$ cat config.mk
export PLATFORM = sky130hd
export DESIGN_NAME = sclk_gen
export DESIGN_NICKNAME = d
export VERILOG_FILES = /design/src/rtl/sclk_pkg.sv /design/src/rtl/sclk_gate_ctl.sv /design/src/rtl/sclk_phase_cnt.sv /design/src/rtl/sclk_out_mux.sv /design/src/rtl/sclk_gen.sv
export SDC_FILE = /design/constraint.sdc
export NUM_CORES = 1
export LEC_CHECK = 0
export BUFFER_PORTS_ARGS = -buffer_cell sky130_fd_sc_hd__buf_2
export CORE_MARGIN = 2
export CORE_UTILIZATION = 55
export CTS_CLUSTER_SIZE = 8
export DETAILED_ROUTE_END_ITERATION = 10
export GPL_TIMING_DRIVEN = 0
export PLACE_DENSITY_LB_ADDON = 0.3
export RECOVER_POWER = 100
export SYNTH_ARGS = -nofsm -noshare
export SYNTH_HDL_FRONTEND = slang
export SYNTH_SLANG_ARGS = --single-unit
$ cat constraint.sdc
create_clock -name clk -period 2 [get_ports clk]
set_input_delay 0.2 -clock clk [delete_from_list [all_inputs] [get_ports clk]]
set_output_delay 0.2 -clock clk [all_outputs]
set_load 0.03 [all_outputs]
$ cat src/rtl/sclk_pkg.sv
// Package: shared types for the serial clock generator.
// Assumes: gate mode encoding is fixed by software (0..3).
package sclk_pkg;

    typedef enum logic [1:0] {
        GATE_STRICT = 2'd0,   // stop as soon as chip select drops
        GATE_TAIL1  = 2'd1,   // one extra whole period
        GATE_TAIL2  = 2'd2,   // two extra whole periods
        GATE_FREE   = 2'd3    // never stop
    } gate_mode_e;

endpackage

$ cat src/rtl/sclk_gate_ctl.sv
// Module: sclk_gate_ctl
// Decides whether the serial clock runs, using chip select and the gating mode.
// Also flags the start of a transaction (the rising edge of chip select).
// Assumes: period_wrap is high in the last cycle of each serial period.
module sclk_gate_ctl
    import sclk_pkg::*;
(
    input  logic       clk,
    input  logic       rst_n,
    input  logic [1:0] mode,
    input  logic       cs_active,
    input  logic       period_wrap,
    output logic       run_q,
    output logic       start
);

    logic       cs_q;
    logic [1:0] tail_left;
    logic       run_d;
    gate_mode_e mode_e;

    assign mode_e = gate_mode_e'(mode);
    assign start  = cs_active & ~cs_q;

    // Next-cycle run decision from chip select, mode and the tail budget.
    always_comb begin
        if (mode_e == GATE_FREE || cs_active) begin
            run_d = 1'b1;
        end else if (mode_e == GATE_STRICT) begin
            run_d = 1'b0;
        end else begin
            run_d = run_q & ~(period_wrap & (tail_left == 2'd0));
        end
    end

    // Keep the previous chip select level to find transaction starts.
    always_ff @(posedge clk) begin
        if (!rst_n) cs_q <= 1'b0;
        else        cs_q <= cs_active;
    end

    // Tail budget: load from the mode while selected, count down on wraps after.
    always_ff @(posedge clk) begin
        if (!rst_n) begin
            tail_left <= 2'd0;
        end else if (cs_active) begin
            tail_left <= mode;
        end else if (run_q && period_wrap && tail_left != 2'd0) begin
            tail_left <= tail_left - 2'd1;
        end
    end

    // Registered run flag.
    always_ff @(posedge clk) begin
        if (!rst_n) run_q <= 1'b0;
        else        run_q <= run_d;
    end

endmodule

$ cat src/rtl/sclk_phase_cnt.sv
// Module: sclk_phase_cnt
// Phase counter for the divided clock. It counts 0..div_last and wraps, and
// from the count it decodes the active phase and the leading/trailing marks.
// Assumes: in divider mode div_last >= 1 and high_last < div_last.
module sclk_phase_cnt #(
    parameter int CNT_W = 8
) (
    input  logic             clk,
    input  logic             rst_n,
    input  logic             run,
    input  logic             start,
    input  logic             bypass,
    input  logic [CNT_W-1:0] div_last,
    input  logic [CNT_W-1:0] high_last,
    output logic             period_wrap,
    output logic             phase_act,
    output logic             lead_mark,
    output logic             trail_mark
);

    localparam int EXT_W = CNT_W + 1;

    logic [CNT_W-1:0] cnt_q;
    logic [EXT_W-1:0] trail_pt;

    assign trail_pt    = {1'b0, high_last} + EXT_W'(1);
    assign period_wrap = bypass | (cnt_q >= div_last);
    assign phase_act   = run & (cnt_q <= high_last);
    assign lead_mark   = run & (cnt_q == '0);
    assign trail_mark  = run & ({1'b0, cnt_q} == trail_pt);

    // Count position inside the serial period; restart on a transaction start.
    always_ff @(posedge clk) begin
        if (!rst_n) begin
            cnt_q <= '0;
        end else if (start || bypass || !run || period_wrap) begin
            cnt_q <= '0;
        end else begin
            cnt_q <= cnt_q + CNT_W'(1);
        end
    end

endmodule

$ cat src/rtl/sclk_out_mux.sv
// Module: sclk_out_mux
// Chooses between the divided clock and the bypassed core clock, applies
// the idle level, and gives the drive and sample strobes.
// Assumes: phase_act and the marks are already qualified by run.
module sclk_out_mux (
    input  logic clk,
    input  logic bypass,
    input  logic idle_high,
    input  logic run,
    input  logic phase_act,
    input  logic lead_mark,
    input  logic trail_mark,
    output logic sclk,
    output logic drive_stb,
    output logic sample_stb
);

    // Output clock level: active is the opposite of the idle level.
    always_comb begin
        if (bypass) sclk = run ? (idle_high ^ clk) : idle_high;
        else        sclk = phase_act ? ~idle_high : idle_high;
    end

    // Strobes: every running cycle in bypass, else the decoded marks.
    always_comb begin
        drive_stb  = bypass ? run : lead_mark;
        sample_stb = bypass ? run : trail_mark;
    end

endmodule

$ cat src/rtl/sclk_gen.sv
// Module: sclk_gen (top)
// Serial flash clock generator with programmable divide, divide-by-one
// bypass, idle level and chip-select-aware gating.
// Assumes: inputs are synchronous to clk; configuration changes only while stopped.
module sclk_gen #(
    parameter int CNT_W = 8
) (
    input  logic             clk,
    input  logic             rst_n,
    input  logic [CNT_W-1:0] div_last,
    input  logic [CNT_W-1:0] high_last,
    input  logic             bypass,
    input  logic             idle_high,
    input  logic [1:0]       gate_mode,
    input  logic             cs_active,
    output logic             sclk,
    output logic             drive_stb,
    output logic             sample_stb
);

    logic run_q;
    logic start;
    logic period_wrap;
    logic phase_act;
    logic lead_mark;
    logic trail_mark;

    sclk_gate_ctl u_gate (
        .clk         (clk),
        .rst_n       (rst_n),
        .mode        (gate_mode),
        .cs_active   (cs_active),
        .period_wrap (period_wrap),
        .run_q       (run_q),
        .start       (start)
    );

    sclk_phase_cnt #(.CNT_W(CNT_W)) u_cnt (
        .clk         (clk),
        .rst_n       (rst_n),
        .run         (run_q),
        .start       (start),
        .bypass      (bypass),
        .div_last    (div_last),
        .high_last   (high_last),
        .period_wrap (period_wrap),
        .phase_act   (phase_act),
        .lead_mark   (lead_mark),
        .trail_mark  (trail_mark)
    );

    sclk_out_mux u_mux (
        .clk        (clk),
        .bypass     (bypass),
        .idle_high  (idle_high),
        .run        (run_q),
        .phase_act  (phase_act),
        .lead_mark  (lead_mark),
        .trail_mark (trail_mark),
        .sclk       (sclk),
        .drive_stb  (drive_stb),
        .sample_stb (sample_stb)
    );

endmodule

==> impl_metrics.toml <==
[setup_path]
ff2ff_path_depth = 7
cp-end-kind = "primary output"
critPathKind = "flip-flop to primary output"
reg2reg_from = "u_cnt.cnt_q[5]"
crit_chain = "ha_4 > nor2b_1 > o211ai_1 > a21oi_2 > or4_4 > nand3_2 > buf_6"
crit_start = "u_cnt.cnt_q[1]"
cp_num_buf_inv = 1
r2r_slack_ns = -0.10
cp.required_ns = 1.80
cp_max_fo = 2
critPathArrivalTime_ns = 2.14
start_kind = "flip-flop"
max_stage_delay_ns = 0.50
worst_path_dominant_cell_family = "simple AND/OR/NAND/NOR gates"
cp_slowest_cell = "or4_4"
r2r_end = "u_gate.tail_left[1]"

[hold_path]
holdCritStartpoint = "gate_mode[1]"
holdPathEnd = "u_gate.tail_left[1]"
whs_path_depth = 2
hold_path.class = "input pin to flip-flop"

[synth]
yosysWarnings = 0
ys_ff_latch = 12
ys_types = 45
synth-main-ff-cell = "dfxtp_1"
ys_async_sr_fraction_pct = 0
synth_edf_count = 0
synth_cells = 164
ys_seq_area_share_pct = 18.0
netlist_area_um2 = 1330
synth_area_per_cell_um2 = 8.13
synth.net_count = 207

[sta]
fin_setup_tns_ns = -0.611
worst_slew_pin_slew_ns = 0.414
min_period_ns = 2.34
rsz0062_at_grt = "yes"
hold_slack_ns = 0.0607
finalHoldViolations = 0
finClkSkew_ns = 0.0107
period_share_pct = 117
setup_slack_ns = -0.344
final-setup-viol-count = 8
fmax_mhz = 427
relSlewSlack_pct = 72.4
timing.final.max_slew_violations = 0

[place]
gp_congestion = 0.838
hpwl_mm = 2.53
dpl_cell_area_um2 = 1490
dp.cells = 217
io_buffers = 25

[drt]
ant_nets = 0
initialDrtViolationCount = 73
wl_per_cell_um = 19.5
firstDrtPassIters = 4
wl_mm = 4.62
drc = 0
via_per_inst = 6.36
vias = 1507

[floorplanning]
initial_utilization_pct = 59.1
rows = 17
die_area_um2 = 2830
core_area_um2 = 2250
ioPinCount = 26
die_y_um = 53.2
fp.dieW_um = 53.2

[pwr]
p_switching_mw = 0.307
leakagePower_nw = 0.895
seqPwrFrac_pct = 30.2
clock_power_share_pct = 45.6
pwr-share-comb_pct = 24.2
ir_drop_mv = 0.434
p_int_mw = 0.526
powerDensity_nw_per_um2 = 442
swShare_pct = 36.8

[cells_and_area]
nFillCells = 129
final_layout_size_suffix_gt1_share_pct = 41.6
layoutNonFillerInstCount = 237
final_core_util_pct = 83.6
n_antenna_cell = 0
synthToLayoutAreaGrowth_pct = 41.5
final_nets = 252
finish.instance_area_um2 = 1890

[clocking]
tritoncts = "built"
hold_buffers = 0
clk_latency_ns = 0.41
path_clk_slew_ns = 0.08

[status]
violations = "setup timing"
outcome = "finished with violations"

[global_routing]
antenna_found_initial = 0
gr-total-overflow = 0
grt_pass1_wl_mm = 6.48
grt_pass1_vias = 1528
grt_max_degree = 10
grt.total_usage_pct = 32.8

[job]
max_cap_violations = 0
[per-layer routing]
metal | part of all wire, % | track usage, % | up-vias
met5 | 0 | 0 | -
met4 | 4.9 | 20.9 | 0
met3 | 8.5 | 14.1 | 34
met2 | 49 | 53.7 | 99
met1 | 38 | 33.7 | 695
li1 | - | - | 679
[final cells by class]
cell class | count | area [um2] | area share [%]
timing repair buffer | 36 | 230 | 12.2
inverter | 25 | 96.3 | 5.11
multi-input combinational | 124 | 1160 | 61.3
sequential | 12 | 272 | 14.4
buffer | 2 | 15.0 | 0.796
clock inverter | 1 | 3.75 | 0.199
tap | 28 | 35.0 | 1.86
clock buffer | 9 | 77.6 | 4.11
[cell usage after synthesis, types with 2 or more instances]
master    instances  area share, %
xnor2_1           6            3.9
nand2_1           2           0.56
a21oi_1           5            1.9
o211ai_1          3            1.7
nand4_1           6            2.8
nor3_1            5            1.9
and3_1            7            3.3
nor2_1           10            2.8
inv_1            25            7.0
ha_1             20             19
nand3_1          11            4.1
a31oi_1           2           0.94
dfxtp_1          12             18
o21ai_0           7            2.6
xor2_1            9            5.9
clkbuf_1          2           0.56
and2_1            3            1.4
nor2b_1           2           0.94
[worst max-delay path by stage]
stage / end / slack (ns) / cells past startpoint
2_1_floorplan: sclk / 0.05 / 6
3_3_place_gp: sclk / -0.09 / 7
3_5_place_dp: sclk / -0.12 / 7
4_1_cts: sclk / -0.38 / 7
5_1_grt: sclk / -0.40 / 7
6_report: sclk / -0.34 / 7
[stage by stage]
stage	setup slack, ns	power, mW
global placement	-0.0932	0.447
CTS	-0.382	0.799
detailed placement	-0.124	0.458
floorplan	0.0510	0.391
global route	-0.405	0.871
finish	-0.344	0.833
[registers in the layout, summed over array words and instances (netlist names)]
register,flops
u_gate.run_q,1
u_gate.cs_q,1
u_gate.tail_left,2
u_cnt.cnt_q,8
[logic make-up after synthesis]
logic type | after synthesis | share of synthesized area, %
XOR/XNOR | 15 | 9.86
flip-flops | 12 | 18.0
AO/OA/AOI/OAI | 31 | 19.2
buffers and inverters | 28 | 7.98
AND/OR/NAND/NOR | 58 | 26.2
adder cells (fa/ha/maj) | 20 | 18.8
[what timing repair did]
| action | CTS | global route |
|---|---|---|
| buffers inserted | 8 | 4 |
| hold endpoints to repair | 0 | 0 |
| pin swaps | 13 | 18 |
| gates resized for setup | 39 | 24 |
| endpoints found under the setup margin | 15 | 9 |
[placed cells by master, fill, tap and decap left out, types with 4 or more instances in the layout]
master / instances
inv_1: 24
buf_2: 22
ha_1: 12
nand3_1: 10
nor2_1: 9
xor2_1: 9
buf_4: 9
ha_4: 8
dfxtp_4: 8
and3_1: 7
clkbuf_4: 7
nand4_1: 6
buf_6: 5
xnor2_1: 4
[power groups by stage]
stage          Combinational, mW  Clock, mW  Sequential, mW
6_report                   0.201      0.380           0.252
5_1_grt                    0.217      0.401           0.252
4_1_cts                    0.180      0.367           0.252
3_5_place_dp               0.161     0.0331           0.263
3_3_place_gp               0.151     0.0331           0.262
2_1_floorplan              0.104     0.0278           0.259
(Power assumes the default switching activity.)
